$ cat config.mk
export PLATFORM = sky130hd
export DESIGN_NAME = curve_stepper
export DESIGN_NICKNAME = d
export VERILOG_FILES = /design/src/rtl/curve_stepper_pkg.sv /design/src/rtl/cs_adder.sv /design/src/rtl/cs_regfile.sv /design/src/rtl/cs_sequencer.sv /design/src/rtl/curve_stepper.sv
export SDC_FILE = /design/constraint.sdc
export NUM_CORES = 1
export LEC_CHECK = 0
export ABC_AREA = 1
export BUFFER_PORTS_ARGS = -buffer_cell sky130_fd_sc_hd__buf_2
export CAP_MARGIN = 15
export CELL_PAD_IN_SITES_DETAIL_PLACEMENT = 2
export CELL_PAD_IN_SITES_GLOBAL_PLACEMENT = 2
export CORE_ASPECT_RATIO = 1.5
export CORE_MARGIN = 3
export CORE_UTILIZATION = 37
export CTS_CLUSTER_DIAMETER = 60
export DETAILED_ROUTE_END_ITERATION = 10
export PLACE_DENSITY = 0.83
export SETUP_SLACK_MARGIN = 0.2
export SKIP_CTS_REPAIR_TIMING = 1
export SLEW_MARGIN = 5
export SYNTH_ARGS = -nofsm -noshare
export SYNTH_HDL_FRONTEND = slang
export SYNTH_SLANG_ARGS = --single-unit
$ cat constraint.sdc
create_clock -name clk -period 8.4 [get_ports clk]
set_clock_uncertainty 0.15 [all_clocks]
set_input_delay 1.26 -clock clk [delete_from_list [all_inputs] [get_ports clk]]
set_output_delay 1.26 -clock clk [all_outputs]
set_load 0.02 [all_outputs]
$ cat src/rtl/curve_stepper_pkg.sv
package curve_stepper_pkg;
    localparam int NREG    = 6;
    localparam int IDX_W   = 3;
    localparam logic [IDX_W-1:0] IDX_X   = 3'd0;
    localparam logic [IDX_W-1:0] IDX_Y   = 3'd1;
    localparam logic [IDX_W-1:0] IDX_DX  = 3'd2;
    localparam logic [IDX_W-1:0] IDX_DY  = 3'd3;
    localparam logic [IDX_W-1:0] IDX_DDX = 3'd4;
    localparam logic [IDX_W-1:0] IDX_DDY = 3'd5;
    localparam logic [IDX_W-1:0] IDX_CNT = 3'd6;

    typedef enum logic [2:0] {
        ST_IDLE,
        ST_ADD_DX,
        ST_ADD_DY,
        ST_ADD_X,
        ST_ADD_Y,
        ST_DEC,
        ST_EMIT
    } step_state_t;
endpackage

$ cat src/rtl/cs_adder.sv
module cs_adder #(
    parameter int W = 24
) (
    input  logic [W-1:0] a,
    input  logic [W-1:0] b,
    output logic [W-1:0] sum
);
    always_comb begin
        sum = a + b;
    end
endmodule

$ cat src/rtl/cs_regfile.sv
module cs_regfile
    import curve_stepper_pkg::*;
#(
    parameter int W     = 24,
    parameter int INT_W = 12
) (
    input  logic             clk,
    input  logic             rst_n,
    input  logic             we,
    input  logic [IDX_W-1:0] wa,
    input  logic [W-1:0]     wd,
    input  logic [IDX_W-1:0] ra,
    input  logic [IDX_W-1:0] rb,
    output logic [W-1:0]     rda,
    output logic [W-1:0]     rdb,
    output logic [INT_W-1:0] x_int,
    output logic [INT_W-1:0] y_int
);
    logic [W-1:0] mem_q [NREG];
    logic [W-1:0] mem_d [NREG];

    always_comb begin
        for (int i = 0; i < NREG; i++) begin
            mem_d[i] = mem_q[i];
        end
        if (we && (int'(wa) < NREG)) begin
            mem_d[wa] = wd;
        end
    end

    always_ff @(posedge clk) begin
        for (int i = 0; i < NREG; i++) begin
            if (!rst_n) mem_q[i] <= '0;
            else        mem_q[i] <= mem_d[i];
        end
    end

    always_comb begin
        rda   = (int'(ra) < NREG) ? mem_q[ra] : '0;
        rdb   = (int'(rb) < NREG) ? mem_q[rb] : '0;
        x_int = mem_q[IDX_X][W-1 -: INT_W];
        y_int = mem_q[IDX_Y][W-1 -: INT_W];
    end

    // The acceleration words are never a write target of the adder path:
    // they change only through a write addressed to them.
    assert_accel_held_R9: assert property (@(posedge clk) disable iff (!rst_n)
        !(we && (wa == IDX_DDX || wa == IDX_DDY)) |=>
            ($stable(mem_q[IDX_DDX]) && $stable(mem_q[IDX_DDY])));
endmodule

$ cat src/rtl/cs_sequencer.sv
module cs_sequencer
    import curve_stepper_pkg::*;
#(
    parameter int CNT_W = 16,
    parameter int W     = 24
) (
    input  logic             clk,
    input  logic             rst_n,
    input  logic             start,
    input  logic             cnt_ld,
    input  logic [W-1:0]     ld_data,
    output logic             idle,
    output logic             alu_we,
    output logic [IDX_W-1:0] sel_a,
    output logic [IDX_W-1:0] sel_b,
    output logic             emit,
    output logic             done
);
    typedef struct packed {
        step_state_t      state;
        logic [CNT_W-1:0] cnt;
        logic             done;
    } seq_t;

    seq_t cur_q, cur_d;

    always_comb begin
        cur_d      = cur_q;
        cur_d.done = 1'b0;
        alu_we     = 1'b0;
        sel_a      = IDX_X;
        sel_b      = IDX_DX;
        unique case (cur_q.state)
            ST_IDLE: begin
                if (cnt_ld) cur_d.cnt = ld_data[CNT_W-1:0];
                if (start) begin
                    if (cur_q.cnt == '0) cur_d.done  = 1'b1;
                    else                 cur_d.state = ST_ADD_DX;
                end
            end
            ST_ADD_DX: begin
                alu_we = 1'b1; sel_a = IDX_DX; sel_b = IDX_DDX;
                cur_d.state = ST_ADD_DY;
            end
            ST_ADD_DY: begin
                alu_we = 1'b1; sel_a = IDX_DY; sel_b = IDX_DDY;
                cur_d.state = ST_ADD_X;
            end
            ST_ADD_X: begin
                alu_we = 1'b1; sel_a = IDX_X; sel_b = IDX_DX;
                cur_d.state = ST_ADD_Y;
            end
            ST_ADD_Y: begin
                alu_we = 1'b1; sel_a = IDX_Y; sel_b = IDX_DY;
                cur_d.state = ST_DEC;
            end
            ST_DEC: begin
                cur_d.cnt   = cur_q.cnt - 1'b1;
                cur_d.state = ST_EMIT;
            end
            ST_EMIT: begin
                if (cur_q.cnt == '0) begin
                    cur_d.state = ST_IDLE;
                    cur_d.done  = 1'b1;
                end else begin
                    cur_d.state = ST_ADD_DX;
                end
            end
            default: cur_d.state = ST_IDLE;
        endcase
    end

    always_ff @(posedge clk) begin
        if (!rst_n) begin
            cur_q.state <= ST_IDLE;
            cur_q.cnt   <= '0;
            cur_q.done  <= 1'b0;
        end else begin
            cur_q <= cur_d;
        end
    end

    always_comb begin
        idle = (cur_q.state == ST_IDLE);
        emit = (cur_q.state == ST_EMIT);
        done = cur_q.done;
    end

    assert_emit_single_R5: assert property (@(posedge clk) disable iff (!rst_n)
        emit |=> !emit);

    assert_done_after_last_R6: assert property (@(posedge clk) disable iff (!rst_n)
        (emit && cur_q.cnt == '0) |=> (done && idle));

    assert_done_cause_R7: assert property (@(posedge clk) disable iff (!rst_n)
        done |-> ($past(emit) || ($past(start) && $past(idle))));
endmodule

$ cat src/rtl/curve_stepper.sv
module curve_stepper
    import curve_stepper_pkg::*;
#(
    parameter int INT_W  = 12,
    parameter int FRAC_W = 12,
    parameter int CNT_W  = 16,
    localparam int W     = INT_W + FRAC_W
) (
    input  logic             clk,
    input  logic             rst_n,
    input  logic             ld_en,
    input  logic [2:0]       ld_sel,
    input  logic [W-1:0]     ld_data,
    input  logic             start,
    output logic             busy,
    output logic             done,
    output logic             out_valid,
    output logic [INT_W-1:0] out_x,
    output logic [INT_W-1:0] out_y
);
    logic             idle;
    logic             alu_we;
    logic [IDX_W-1:0] sel_a, sel_b;
    logic [W-1:0]     rda, rdb, sum;
    logic             host_we, cnt_ld;
    logic             rf_we;
    logic [IDX_W-1:0] rf_wa;
    logic [W-1:0]     rf_wd;

    always_comb begin
        host_we = ld_en && idle && (int'(ld_sel) < NREG);
        cnt_ld  = ld_en && idle && (ld_sel == IDX_CNT);
        rf_we   = host_we || alu_we;
        rf_wa   = alu_we ? sel_a : ld_sel;
        rf_wd   = alu_we ? sum   : ld_data;
        busy    = !idle;
    end

    cs_sequencer #(.CNT_W(CNT_W), .W(W)) u_seq (
        .clk     (clk),
        .rst_n   (rst_n),
        .start   (start),
        .cnt_ld  (cnt_ld),
        .ld_data (ld_data),
        .idle    (idle),
        .alu_we  (alu_we),
        .sel_a   (sel_a),
        .sel_b   (sel_b),
        .emit    (out_valid),
        .done    (done)
    );

    cs_regfile #(.W(W), .INT_W(INT_W)) u_rf (
        .clk   (clk),
        .rst_n (rst_n),
        .we    (rf_we),
        .wa    (rf_wa),
        .wd    (rf_wd),
        .ra    (sel_a),
        .rb    (sel_b),
        .rda   (rda),
        .rdb   (rdb),
        .x_int (out_x),
        .y_int (out_y)
    );

    cs_adder #(.W(W)) u_add (
        .a   (rda),
        .b   (rdb),
        .sum (sum)
    );

    assert_busy_fall_done_R6: assert property (@(posedge clk) disable iff (!rst_n)
        $fell(busy) |-> done);

    assert_pos_stable_R8: assert property (@(posedge clk) disable iff (!rst_n)
        (busy && !out_valid && $past(out_valid)) |-> ($stable(out_x) && $stable(out_y)));
endmodule

==> results of run 1 <==
-- cell type report --
| class | instances | share of cell area |
|---|---|---|
| repair buffers | 69 | 0.0354 |
| well taps | 328 | 0.0387 |
| multi-input cells | 1020 | 0.487 |
| clock inverters | 7 | 0.0136 |
| inverters | 197 | 0.0697 |
| clock buffers | 24 | 0.0464 |
| flip-flops and latches | 164 | 0.310 |
-- cell usage in the layout, fill, tap and decap left out, drive strengths merged --
cell      count
inv         198
nand2       294
o31ai         1
nand3        94
clkinvlp      2
buf          69
nor3         10
a211oi        3
o211ai       41
ha           24
dfxtp       164
a32oi         1
and2          1
mux2i        13
a21oi       146
o21bai        3
nand2b        1
bufinv        4
a21o          1
o21ai       181
o22ai         7
fa            1
nand3b        4
clkbuf       24
xor2         10
nor4          2
nor2        137
a31oi         7
a221oi        1
or2          21
nand4        16
-- final timing paths --
path	endpoint	slack (ns)	cells past startpoint
setup / recovery	u_rf.mem_q[5][16]$_SDFFE_PN0P_	3.51	19
hold / removal	u_rf.mem_q[3][1]$_SDFFE_PN0P_	0.30	2
setup reg to reg	u_rf.mem_q[5][16]$_SDFFE_PN0P_	3.51	19
hold reg to reg	u_rf.mem_q[3][1]$_SDFFE_PN0P_	0.30	2
-- Yosys cell counts, drive strengths merged (7+ instances only) --
| master | number |
|---|---|
| nand2 | 294 |
| inv | 197 |
| o21ai | 181 |
| dfxtp | 164 |
| a21oi | 146 |
| nor2 | 137 |
| nand3 | 94 |
| buf | 62 |
| o211ai | 41 |
| clkbuf | 34 |
| ha | 24 |
| or2 | 21 |
| nand4 | 16 |
| mux2i | 13 |
| nor3 | 10 |
| xor2 | 10 |
| a31oi | 7 |
| o22ai | 7 |
-- report_power, final --
| part | total [mW] | internal [mW] | leakage (nW) | switching [mW] |
|---|---|---|---|---|
| combinational | 2.92 | 0.828 | 3.41 | 2.09 |
| clock | 0.872 | 0.529 | 0.303 | 0.343 |
| sequential | 1.13 | 1.01 | 1.34 | 0.125 |
| total | 4.92 | 2.37 | 5.05 | 2.56 |
-- worst min-delay path, stage by stage (launching register included) --
cell                      delay [ns]
sky130_fd_sc_hd__dfxtp_1        0.30
sky130_fd_sc_hd__inv_1          0.05
sky130_fd_sc_hd__a21oi_1        0.05
-- stage by stage --
stage | worst slack, ns | std cells | hold slack [ns] | power [mW]
after floorplan | 4.92 | 1477 | 0.275 | 3.15
after global placement | 3.64 | 1778 | 0.287 | 3.89
after detailed placement | 3.49 | 1778 | 0.295 | 4.01
after CTS | 3.47 | 1809 | 0.303 | 4.95
after global routing | 3.05 | 1809 | 0.333 | 5.32
final | 3.51 | 1809 | 0.301 | 4.92
-- cell families (layout without fill, tap and decap cells) --
family          count (synthesis)  count (layout)  synth area share
simple gates                  580             580             0.257
flops                         164             164             0.340
buf+inv                       293             297             0.127
fa+ha+maj                      25              25            0.0332
mux                            13              13            0.0135
compound gates                392             392             0.220
xor+xnor                       10              10           0.00908
-- metal layers --
metal  up-vias  track usage
met2       176        0.510
met5         -            0
met1      5059        0.300
li1       4797            -
met4         0        0.107
met3        80       0.0383
-- registers in the layout, summed over array words and instances (netlist names) --
| signal | flops |
|---|---|
| u_seq.done | 1 |
| u_rf.mem_q | 144 |
| u_seq.cur_q | 19 |
==> results summary, run 1 <==
The number of pins with negative max-slew slack in the final report came out at 0. The routed metal-1 wire length came out at 15.0 mm. TritonCTS created 17 clock buffers.

The placeable core region is 25,400 um2. The cell row count is 71. The largest fanout on the critical path came out at 56. The number of nets still failing antenna checks after routing came out at 0. The mean area per synthesized cell came out at 6.53 um2. The reg-to-reg critical path startpoint is u_seq.cur_q[18]$_SDFFE_PN0P_. The area of the multi-input gates is 5160 um2. The CTS tree is yes. The worst relative slew slack came out at 0.381. For the pin with the worst max-slew slack, the measured transition is 0.927 ns. The buffer cell driving the clock tree root is sky130_fd_sc_hd__clkbuf_16. The overall die width is 138 um.

The final estimated routing congestion in global placement is 0.865. The clock sink count came out at 164. The post-layout net count came out at 1,525. The cell family contributing the most delay on the critical path is simple AND/OR/NAND/NOR gates. The critical path goes through inv_1 -> nand2_1 -> nand3_4 -> inv_1 -> buf_4 -> nand2_1 -> o211ai_1 -> o21ai_0 -> fa_1 -> o21ai_0 -> inv_1 -> o21bai_1 -> nand2_1 -> nand2_1 -> nand2_1 -> nand3_1 -> nand3_1 -> nand2_1 -> inv_1.

Of the cells placed in the final design, the portion with a size suffix greater than 1 is 0.0952. In the synthesized netlist, the number of instances is 1,477. The met3 routed wirelength came out at 1.01 mm. The peak per-stage delay on the critical path is 0.69 ns. The worst setup path is launched from a flip-flop.

The highest layer used for signal routing is met4. The floorplan step defined a die boundary enclosing 28,100 um2. The most frequently used flop master after synthesis is sky130_fd_sc_hd__dfxtp_1. The flow ran to the end, and the final reports show no timing, DRC or antenna violations. The port buffer count is 57. The combined buffer and inverter count along the critical path came out at 5. The later pin in the worst-skew pair is clocked with a latency of 0.45 ns. For this design, the slowest cell found on the critical path is sky130_fd_sc_hd__o21ai_0. Timing would allow up to 205 MHz. The worst setup path is of the reg -> reg kind. Relative to the synthesized area, the layout overhead comes to 9.88%. The worst min-delay path class is reg -> reg. The number of flops mapped to enable cells by yosys came out at 0. 0 antenna diodes ended up in the layout. The number of filler cells placed in the layout is 3,200. The routed wire length came out at 37.6 mm. The effective utilization at floorplan came out at 0.380. The post-route clock period utilization came out at 0.582. The biggest area contributor in the post-synthesis netlist is sky130_fd_sc_hd__dfxtp_1. The most used cell along the critical path is sky130_fd_sc_hd__nand2_1. The arrival time of the worst setup path is 5.09 ns. The sequential share of the synthesized area is 0.340. Power spread over the standard cell area amounts to 464 nW/um2. The combined flip-flop and latch cell area is 3280 um2. The global-route wire length before repair is 59.3 mm. The register bit count reported by yosys is 164. The initial antenna violation count came out at 0. The data required time at the worst endpoint is 8.60 ns. The wire length on met2 is 20.3 mm. The share of the synthesized area in the top cell type came out at 0.340. The number of DRC markers after the initial detailed-route iteration came out at 454. The reported max-cap violation count is 0.

The number of nets handed over by synthesis was 1,533. The placed wire-length estimate is 25.4 mm. The number of remaining DRC errors came out at 0. Setup violations remaining at the end of the flow were counted as 0.

For this block, the via count after detailed routing is 10,100. For this design the static power due to leakage is 5.05 nW. The most critical setup path has its startpoint at u_seq.cur_q[18]$_SDFFE_PN0P_.

Yosys printed 0 warnings. The post-synthesis async set-or-reset flop share came out at 0. The count of boundary I/O pins is 58. The utilization after layout is 0.417. The startpoint of the lowest-slack hold path is u_rf.mem_q[3][1]$_SDFFE_PN0P_. The largest vdd supply drop came out at 0.000346 V.

Dividing the detail-routed wire length by the instance count gives 20.8 um. The area of all placed cells without fillers came out at 10,600 um2. The number of unique standard cell types used by synthesis came out at 40. The first detailed-routing pass took 5 iterations. The final hold violation count is 0. By area the synthesized netlist is led by sky130_fd_sc_hd__dfxtp_1, sky130_fd_sc_hd__nand2_1, sky130_fd_sc_hd__o21ai_0. The synthesized area is 9650 um2. CTS built an H-tree with a depth of 4. The longest clock path from root to sink contains 2 buffers.

The clock-pin slew on the worst setup and hold paths is 0.07 ns. The chip height is 204 um. The routed via count divided by cell count came out at 5.59.

The total routing resource utilization after global routing came out at 0.271. The number of global-route vias before repair is 11,100. The sum of negative setup slack is 0 ns. The placement-stage cell area is 9970 um2. STA classifies the critical path endpoint as a flip-flop. Global routing finished with a remaining overflow of 0. The clock period minus worst slack is 4.89 ns. The pin count of the biggest net entering global routing came out at 93. Setup repair after global routing left no endpoint under its margin.
No activity file was read; power rests on OpenSTA's default activity.
==> run 2: changes to the inputs <==
CORE_UTILIZATION = 31   (was 37)
PLACE_DENSITY = 0.74   (was 0.83)
clock period = 3.99 ns   (was 8.4 ns; I/O delays follow)
==> run 2 against run 1 <==
  * Clock power is 100% higher
  * Count of clock-buffer cells in the layout is 1 lower
  * Worst setup slack worse by 3.1 ns
  * Critical path type unchanged
  * Power is 120% higher
  * Sequential cell count stayed put
  * Highest routed layer unchanged
  * Register-to-register slack worse by 3.1 ns
==> results summary, run 2 (same netlist as run 1, synthesis figures left out) <==
The number of remaining DRC errors is 0 (unchanged). The final estimated routing congestion in global placement was 0.845 (was 0.865). The largest delay contributor family on the critical path is simple AND/OR/NAND/NOR gates (unchanged). The clock sink count is 164 (unchanged).

The global-route wire length before repair is 61.0 mm (was 59.3 mm). The fraction of layout instances using a drive strength above 1 is 0.135 (was 0.0952). The combined buffer and inverter count along the critical path is 3 (was 5).

The total congestion overflow after global routing came to 0 (unchanged). The H-tree depth is 4 (unchanged). The placement-stage cell area came out at 10,200 um2 (was 9970 um2). The number of cells traversed by the worst register-to-register path came out at 18 (was 19).

The setup slack of the most critical reg-to-reg path is 0.41 ns (was 3.51 ns). The transition time of the tightest slew-check pin came out at 0.895 ns (was 0.927 ns). The capture instance of the worst register-to-register path is u_rf.mem_q[4][20]$_SDFFE_PN0P_ (was u_rf.mem_q[5][16]$_SDFFE_PN0P_). The most used cell along the critical path is sky130_fd_sc_hd__nand2_1 (unchanged). The effective utilization at floorplan came out at 0.317 (was 0.380). The number of detailed-routing iterations run before antenna repair came out at 5 (unchanged). The placeable core region came out at 30,400 um2 (was 25,400 um2). The chip height came to 222 um (was 204 um). The initial antenna violation count came out at 0 (unchanged). The count of non-filler cells in the finished layout was 1,900 (was 1,809). The startpoint kind of the worst setup timing path is a flip-flop (unchanged). The post-layout net count came to 1,544 (was 1,525).

The reg-to-reg critical path startpoint is u_seq.cur_q[19]$_SDFFE_PN0P_ (was u_seq.cur_q[18]$_SDFFE_PN0P_). The latest clock arrival within the worst-skew pair is 0.47 ns (was 0.45 ns). The routed wire length came out at 39.0 mm (was 37.6 mm).

The sum of negative setup slack came out at 0 ns (unchanged). The worst-case clock buffer depth came out at 2 (unchanged). Leading registers by flop count: u_rf.mem_q x144, u_seq.cur_q x19, u_seq.done x1 (unchanged). The number of inserted diodes is 0 (unchanged). The clock period minus worst slack is 3.58 ns (was 4.89 ns). The number of global-route vias before repair came out at 11,000 (was 11,100). The largest register by flop count is u_rf.mem_q (unchanged). The most common cell after layout, fill and taps aside is sky130_fd_sc_hd__nand2_1 (unchanged). The total setup violations reported at the end of the flow is 0 (unchanged). The last element of the critical path is u_rf.mem_q[4][20]$_SDFFE_PN0P_ (was u_rf.mem_q[5][16]$_SDFFE_PN0P_).

The data required time at the worst endpoint came out at 4.16 ns (was 8.60 ns). The endpoint kind of the worst setup timing path was a flip-flop (unchanged). The largest vdd supply drop is 0.000518 V (was 0.000346 V). The signed area change from the synthesized netlist to the final layout is 14.5% (was 9.88%). The power after layout is 10.8 mW (was 4.92 mW). The worst min-delay path class was in -> reg (was reg -> reg).

The worst relative slew slack came out at 0.403 (was 0.381). The number of placed instances with taps included was 1,864 (was 1,778). The number of pins with negative max-slew slack in the final report is 0 (unchanged).

The post-route clock period utilization is 0.896 (was 0.582). The count of boundary I/O pins was 58 (unchanged). The routed via count divided by cell count was 5.33 (was 5.59). The buffer cell driving the clock tree root was sky130_fd_sc_hd__clkbuf_16 (unchanged). The placed wire-length estimate was 27.2 mm (was 25.4 mm). The CTS tree was yes (unchanged). The critical path depth in cells is 18 (was 19). The total power per unit cell area came out at 978 nW/um2 (was 464 nW/um2).

The port buffer count came to 57 (unchanged). The area of all placed cells without fillers was 11,100 um2 (was 10,600 um2). Most frequent cells in the layout: sky130_fd_sc_hd__nand2_1, sky130_fd_sc_hd__inv_1, sky130_fd_sc_hd__o21ai_0, sky130_fd_sc_hd__dfxtp_1, sky130_fd_sc_hd__a21oi_1 (unchanged). The critical path launch point is u_seq.cur_q[19]$_SDFFE_PN0P_ (was u_seq.cur_q[18]$_SDFFE_PN0P_). The number of nets still failing antenna checks after routing came out at 0 (unchanged).

The number of CTS-inserted buffers came out at 17 (unchanged). The reported max-cap violation count is 0 (unchanged). The number of DRC markers after the initial detailed-route iteration was 529 (was 454). The leakage power figure was 5.16 nW (was 5.05 nW). The arrival time of the worst setup path is 3.74 ns (was 5.09 ns).

The cell row count is 78 (was 71). The pin count of the biggest net entering global routing is 92 (was 93). The highest clock frequency the design can meet is 280 MHz (was 205 MHz). Result of the run: completed (unchanged). The classification of the worst setup path is reg -> reg (unchanged).

The detail-routed net length per standard cell is 20.5 um (was 20.8 um). RSZ-0062 raised after global routing: true (was false). The number of vias in the routed layout is 10,100 (about the same). The overall die width was 150 um (was 138 um). The area enclosed by the die boundary is 33,300 um2 (was 28,100 um2). The utilization after layout is 0.363 (was 0.417).

The total routing resource utilization after global routing came out at 0.236 (was 0.271). The peak per-stage delay on the critical path came out at 0.38 ns (was 0.69 ns). The highest-delay cell along the critical path is sky130_fd_sc_hd__ha_1 (was sky130_fd_sc_hd__o21ai_0). The clock-pin slew on the worst setup and hold paths is 0.08 ns (was 0.07 ns).

The final hold violation count came out at 0 (unchanged). Critical path cell sequence: inv_2 -> nand2_2 -> nand3_4 -> buf_12 -> clkbuf_16 -> o21ai_0 -> o21ai_0 -> ha_1 -> a21oi_1 -> nor2_1 -> nor2_1 -> nand2_1 -> nand2_1 -> nand3_1 -> nand2_1 -> nand3_1 -> nand2_1 -> a21oi_1 (was inv_1 -> nand2_1 -> nand3_4 -> inv_1 -> buf_4 -> nand2_1 -> o211ai_1 -> o21ai_0 -> fa_1 -> o21ai_0 -> inv_1 -> o21bai_1 -> nand2_1 -> nand2_1 -> nand2_1 -> nand3_1 -> nand3_1 -> nand2_1 -> inv_1). The flip-flop count of the largest register after layout came out at 144 (unchanged).

The largest fanout on the critical path is 35 (was 56).
-- run 2: cell count changes in the layout (fill, tap and decap cells not counted), moves of 5 or more --
cell                      delta
sky130_fd_sc_hd__ha_2        +7
sky130_fd_sc_hd__nor2_2      +9
sky130_fd_sc_hd__o21ai_1     +6
sky130_fd_sc_hd__nand2_1    -11
sky130_fd_sc_hd__nor2_1      -9
sky130_fd_sc_hd__o21ai_0     -8
sky130_fd_sc_hd__buf_12      +5
sky130_fd_sc_hd__nand3_1     -5
sky130_fd_sc_hd__ha_1        -7
sky130_fd_sc_hd__buf_4      +12
sky130_fd_sc_hd__nand2_2    +10
-- run 2: final cells by class --
type	instances	area, um2
inverter	197	748
fill	3780	19400
sequential	164	3280
clock buffer	23	478
clock inverter	8	124
multi-input combinational	1020	5300
timing repair buffer	88	618
tap	400	500
-- run 2: tightest hold or removal path, delay by kind of cell --
kind / cells / cell delay, ns
buffers and inverters: 1 / 0.13
and+or+nand+nor: 1 / 0.07
AOI/OAI and AO/OA: 1 / 0.06
-- run 2: worst min-delay path by stage --
stage	end	slack, ns	startpoint	depth (start not counted)
final	u_seq.cur_q[3]$_SDFFE_PN0P_	0.28	ld_data[2]	3
after global routing	u_seq.cur_q[3]$_SDFFE_PN0P_	0.31	ld_data[2]	3
after CTS	u_seq.cur_q[3]$_SDFFE_PN0P_	0.26	ld_data[2]	3
after detailed placement	u_rf.mem_q[4][1]$_SDFFE_PN0P_	0.30	u_rf.mem_q[4][1]$_SDFFE_PN0P_	2
after global placement	u_rf.mem_q[2][3]$_SDFFE_PN0P_	0.29	u_rf.mem_q[2][3]$_SDFFE_PN0P_	2
after floorplan	u_rf.mem_q[3][1]$_SDFFE_PN0P_	0.27	u_rf.mem_q[3][1]$_SDFFE_PN0P_	2
-- run 2: stage by stage --
step,worst slack [ns],hold WS (ns)
5_1_grt,0.0943,0.308
4_1_cts,-0.00379,0.262
2_1_floorplan,0.506,0.275
3_3_place_gp,0.154,0.290
6_report,0.415,0.277
3_5_place_dp,0.0301,0.299
-- run 2: power breakdown --
group | leakage (nW) | internal, mW | total, mW | switching (mW)
registers | 1.34 | 2.12 | 2.39 | 0.270
logic | 3.53 | 2.06 | 6.65 | 4.59
clock network | 0.290 | 1.03 | 1.77 | 0.736
-- run 2: metal layers --
layer	GRT usage	vias up	wire [um]
met4	0.0771	0	1120
met1	0.262	5067	15600
met2	0.450	148	21200
met3	0.0350	65	1050
li1	-	4848	-
met5	0	-	0
==> run 3: changes to the inputs <==
PLACE_DENSITY = default   (was 0.74)
PLACE_DENSITY_LB_ADDON = 0.1   (was default)
==> run 3 against run 2 <==
  * Routed wire length is 2.5% higher
  * Hold slack better by 0.0051 ns
  * Worst setup slack worse by 0.075 ns
  * Power is 3.4% higher
  * Register-to-register slack worse by 0.08 ns
  * Largest power group unchanged
  * Highest routed layer unchanged
==> results summary, run 3 (same netlist as run 1, synthesis figures left out) <==
The endpoint kind of the worst setup timing path was a flip-flop (unchanged). The post-placement worst setup slack is 0.0702 ns (was 0.0301 ns). The reg-to-reg critical path startpoint was u_seq.cur_q[19]$_SDFFE_PN0P_ (unchanged). The setup slack of the most critical reg-to-reg path came out at 0.34 ns (was 0.41 ns). The number of cells traversed by the worst register-to-register path is 19 (was 18).

The clock period minus worst slack is 3.65 ns (was 3.58 ns). Leading registers by flop count: u_rf.mem_q x144, u_seq.cur_q x19, u_seq.done x1 (unchanged). The global-route track usage on met2 was 0.444 (was 0.450). The number of remaining DRC errors is 0 (unchanged).

The global-route wire length before repair is 60.5 mm (was 61.0 mm). The H-tree depth was 4 (unchanged). The overall die width is 150 um (unchanged). The met3 track utilization from global routing came out at 0.0309 (was 0.0350). The routed wire length is 39.9 mm (was 39.0 mm). The number of CTS-inserted buffers came out at 17 (unchanged). The chip height is 222 um (unchanged). The final estimated routing congestion in global placement came out at 0.831 (was 0.845). The signed area change from the synthesized netlist to the final layout came out at 17.1% (was 14.5%). The worst relative slew slack came out at 0.393 (was 0.403). Most frequent cells in the layout: sky130_fd_sc_hd__nand2_1, sky130_fd_sc_hd__inv_1, sky130_fd_sc_hd__dfxtp_1, sky130_fd_sc_hd__o21ai_0, sky130_fd_sc_hd__a21oi_1 (was sky130_fd_sc_hd__nand2_1, sky130_fd_sc_hd__inv_1, sky130_fd_sc_hd__o21ai_0, sky130_fd_sc_hd__dfxtp_1, sky130_fd_sc_hd__a21oi_1). The highest-delay cell along the critical path is sky130_fd_sc_hd__ha_1 (unchanged). The number of filler cells placed in the layout came out at 3,754 (was 3,780). The most common cell after layout, fill and taps aside was sky130_fd_sc_hd__nand2_1 (unchanged). The peak per-stage delay on the critical path came out at 0.39 ns (was 0.38 ns). The number of vias in the routed layout is 10,100 (about the same). The clock-pin slew on the worst setup and hold paths came out at 0.07 ns (was 0.08 ns).

The cell row count is 78 (unchanged). The largest vdd supply drop is 0.000348 V (was 0.000518 V). The number of global-route vias before repair is 10,900 (was 11,000). The number of nets still failing antenna checks after routing came out at 0 (unchanged).

RSZ-0062 raised after global routing: true (unchanged). The critical path launch point was u_seq.cur_q[19]$_SDFFE_PN0P_ (unchanged). The routed via count divided by cell count is 5.28 (was 5.33). The placement-stage cell area is 10,300 um2 (was 10,200 um2). The combined buffer and inverter count along the critical path is 5 (was 3). The buffer cell driving the clock tree root is sky130_fd_sc_hd__clkbuf_16 (unchanged). Result of the run: completed (unchanged).

The final hold violation count is 0 (unchanged). The placed wire-length estimate was 27.5 mm (was 27.2 mm). The classification of the worst setup path is reg -> reg (unchanged). The last element of the critical path is u_rf.mem_q[4][11]$_SDFFE_PN0P_ (was u_rf.mem_q[4][20]$_SDFFE_PN0P_).

The number of pins with negative max-slew slack in the final report is 0 (unchanged). The worst-case clock buffer depth was 2 (unchanged). The latest clock arrival within the worst-skew pair is 0.46 ns (was 0.47 ns).

The capture instance of the worst register-to-register path is u_rf.mem_q[4][11]$_SDFFE_PN0P_ (was u_rf.mem_q[4][20]$_SDFFE_PN0P_). The most crowded layer after global routing is met2 (unchanged). The total congestion overflow after global routing is 0 (unchanged). The pin count of the biggest net entering global routing came out at 92 (unchanged). The initial antenna violation count is 1 (was 0). The critical path depth in cells is 19 (was 18). The number of inserted diodes came to 0 (unchanged). The largest register by flop count was u_rf.mem_q (unchanged). The count of boundary I/O pins came out at 58 (unchanged).

The placeable core region came out at 30,400 um2 (unchanged). The detail-routed net length per standard cell came to 20.8 um (was 20.5 um). The CTS tree is yes (unchanged). The sum of negative setup slack came out at 0 ns (unchanged). The startpoint kind of the worst setup timing path is a flip-flop (unchanged). The number of DRC markers after the initial detailed-route iteration came to 383 (was 529). The total setup violations reported at the end of the flow came out at 0 (unchanged).

The total power per unit cell area came out at 989 nW/um2 (was 978 nW/um2). The number of detailed-routing iterations run before antenna repair came out at 5 (unchanged). Critical path cell sequence: inv_2 -> nand2_2 -> nand3_4 -> buf_12 -> buf_4 -> buf_6 -> o211ai_1 -> o21ai_0 -> ha_1 -> nand2_2 -> nor2_1 -> nand3_1 -> nand2_1 -> buf_4 -> nand2_1 -> a21o_1 -> nand3_1 -> o21ai_0 -> a21oi_1 (was inv_2 -> nand2_2 -> nand3_4 -> buf_12 -> clkbuf_16 -> o21ai_0 -> o21ai_0 -> ha_1 -> a21oi_1 -> nor2_1 -> nor2_1 -> nand2_1 -> nand2_1 -> nand3_1 -> nand2_1 -> nand3_1 -> nand2_1 -> a21oi_1). The total routing resource utilization after global routing is 0.233 (was 0.236). The area of all placed cells without fillers came to 11,300 um2 (was 11,100 um2). The post-layout net count was 1,563 (was 1,544). The routing usage on met1 came out at 0.263 (was 0.262). The fraction of layout instances using a drive strength above 1 is 0.147 (was 0.135). The area enclosed by the die boundary is 33,300 um2 (unchanged). The clock sink count is 164 (unchanged). The post-route clock period utilization came out at 0.915 (was 0.896). The arrival time of the worst setup path was 3.88 ns (was 3.74 ns). The effective utilization at floorplan was 0.317 (unchanged). The flip-flop count of the largest register after layout was 144 (unchanged). The transition time of the tightest slew-check pin came out at 0.910 ns (was 0.895 ns). The largest delay contributor family on the critical path is compound AO/OA/AOI/OAI gates (was simple AND/OR/NAND/NOR gates). The largest fanout on the critical path came out at 8 (was 35). The highest clock frequency the design can meet was 274 MHz (was 280 MHz).

The minimum setup slack in the final design is 0.340 ns (was 0.415 ns). The worst min-delay path class is in -> reg (unchanged). The reported max-cap violation count is 0 (unchanged). The data required time at the worst endpoint came out at 4.22 ns (was 4.16 ns). The port buffer count is 57 (unchanged). The leakage power figure is 5.29 nW (was 5.16 nW).
## run 3: cell types whose count changed in the layout (fill, tap and decap cells not counted), moves of 3 or more
cell,before,now
sky130_fd_sc_hd__buf_4,24,36
sky130_fd_sc_hd__ha_1,17,20
sky130_fd_sc_hd__nand3_2,4,7
sky130_fd_sc_hd__o21ai_1,14,19
sky130_fd_sc_hd__ha_2,7,4
sky130_fd_sc_hd__nor2_4,5,9
sky130_fd_sc_hd__clkinv_4,0,3
sky130_fd_sc_hd__o21ai_0,163,159
sky130_fd_sc_hd__buf_6,0,4
sky130_fd_sc_hd__nor2_2,11,6
## run 3: final cells by class
class / instances / area, um2 / area share
Timing Repair Buffer: 107 / 818 / 0.0724
Clock inverter: 12 / 178 / 0.0157
Clock buffer: 20 / 457 / 0.0404
Multi-Input combinational cell: 1020 / 5320 / 0.470
Inverter: 197 / 746 / 0.0660
Tap cell: 400 / 500 / 0.0443
Sequential cell: 164 / 3280 / 0.291
## run 3: through the flow
stage	utilization	cells	total power, mW	hold slack (ns)
2_1_floorplan	-	1477	6.63	0.275
3_5_place_dp	0.338	1870	8.79	0.305
4_1_cts	0.359	1902	10.7	0.264
3_3_place_gp	0.338	1870	8.61	0.285
6_report	0.371	1920	11.2	0.282
5_1_grt	0.371	1920	12.1	0.295
## run 3: routing by layer
| layer | vias up | part of all wire |
|---|---|---|
| li1 | 4886 | - |
| met4 | 0 | 0.019 |
| met5 | - | 0 |
| met3 | 43 | 0.023 |
| met2 | 141 | 0.55 |
| met1 | 5072 | 0.41 |
## run 3: tightest hold or removal path, delay by kind of cell
kind / cells / cell delay (ns)
buffers and inverters: 1 / 0.12
AO/OA/AOI/OAI: 1 / 0.05
AND/OR/NAND/NOR: 1 / 0.06
## run 3: worst min path at each step
stage	endpoint	depth (start not counted)	slack (ns)	start
2_1_floorplan	u_rf.mem_q[3][1]$_SDFFE_PN0P_	2	0.27	u_rf.mem_q[3][1]$_SDFFE_PN0P_
3_5_place_dp	u_rf.mem_q[2][3]$_SDFFE_PN0P_	2	0.31	u_rf.mem_q[2][3]$_SDFFE_PN0P_
6_report	u_seq.cur_q[3]$_SDFFE_PN0P_	3	0.28	ld_data[2]
3_3_place_gp	u_rf.mem_q[3][1]$_SDFFE_PN0P_	2	0.28	u_rf.mem_q[3][1]$_SDFFE_PN0P_
4_1_cts	u_seq.cur_q[3]$_SDFFE_PN0P_	3	0.26	ld_data[2]
5_1_grt	u_seq.cur_q[3]$_SDFFE_PN0P_	3	0.29	ld_data[2]
## run 3: report_power, final
group	internal, mW	total (mW)	leakage (nW)	switching, mW
registers	2.12	2.40	1.34	0.274
logic	2.24	6.94	3.65	4.71
clock network	1.08	1.84	0.310	0.753
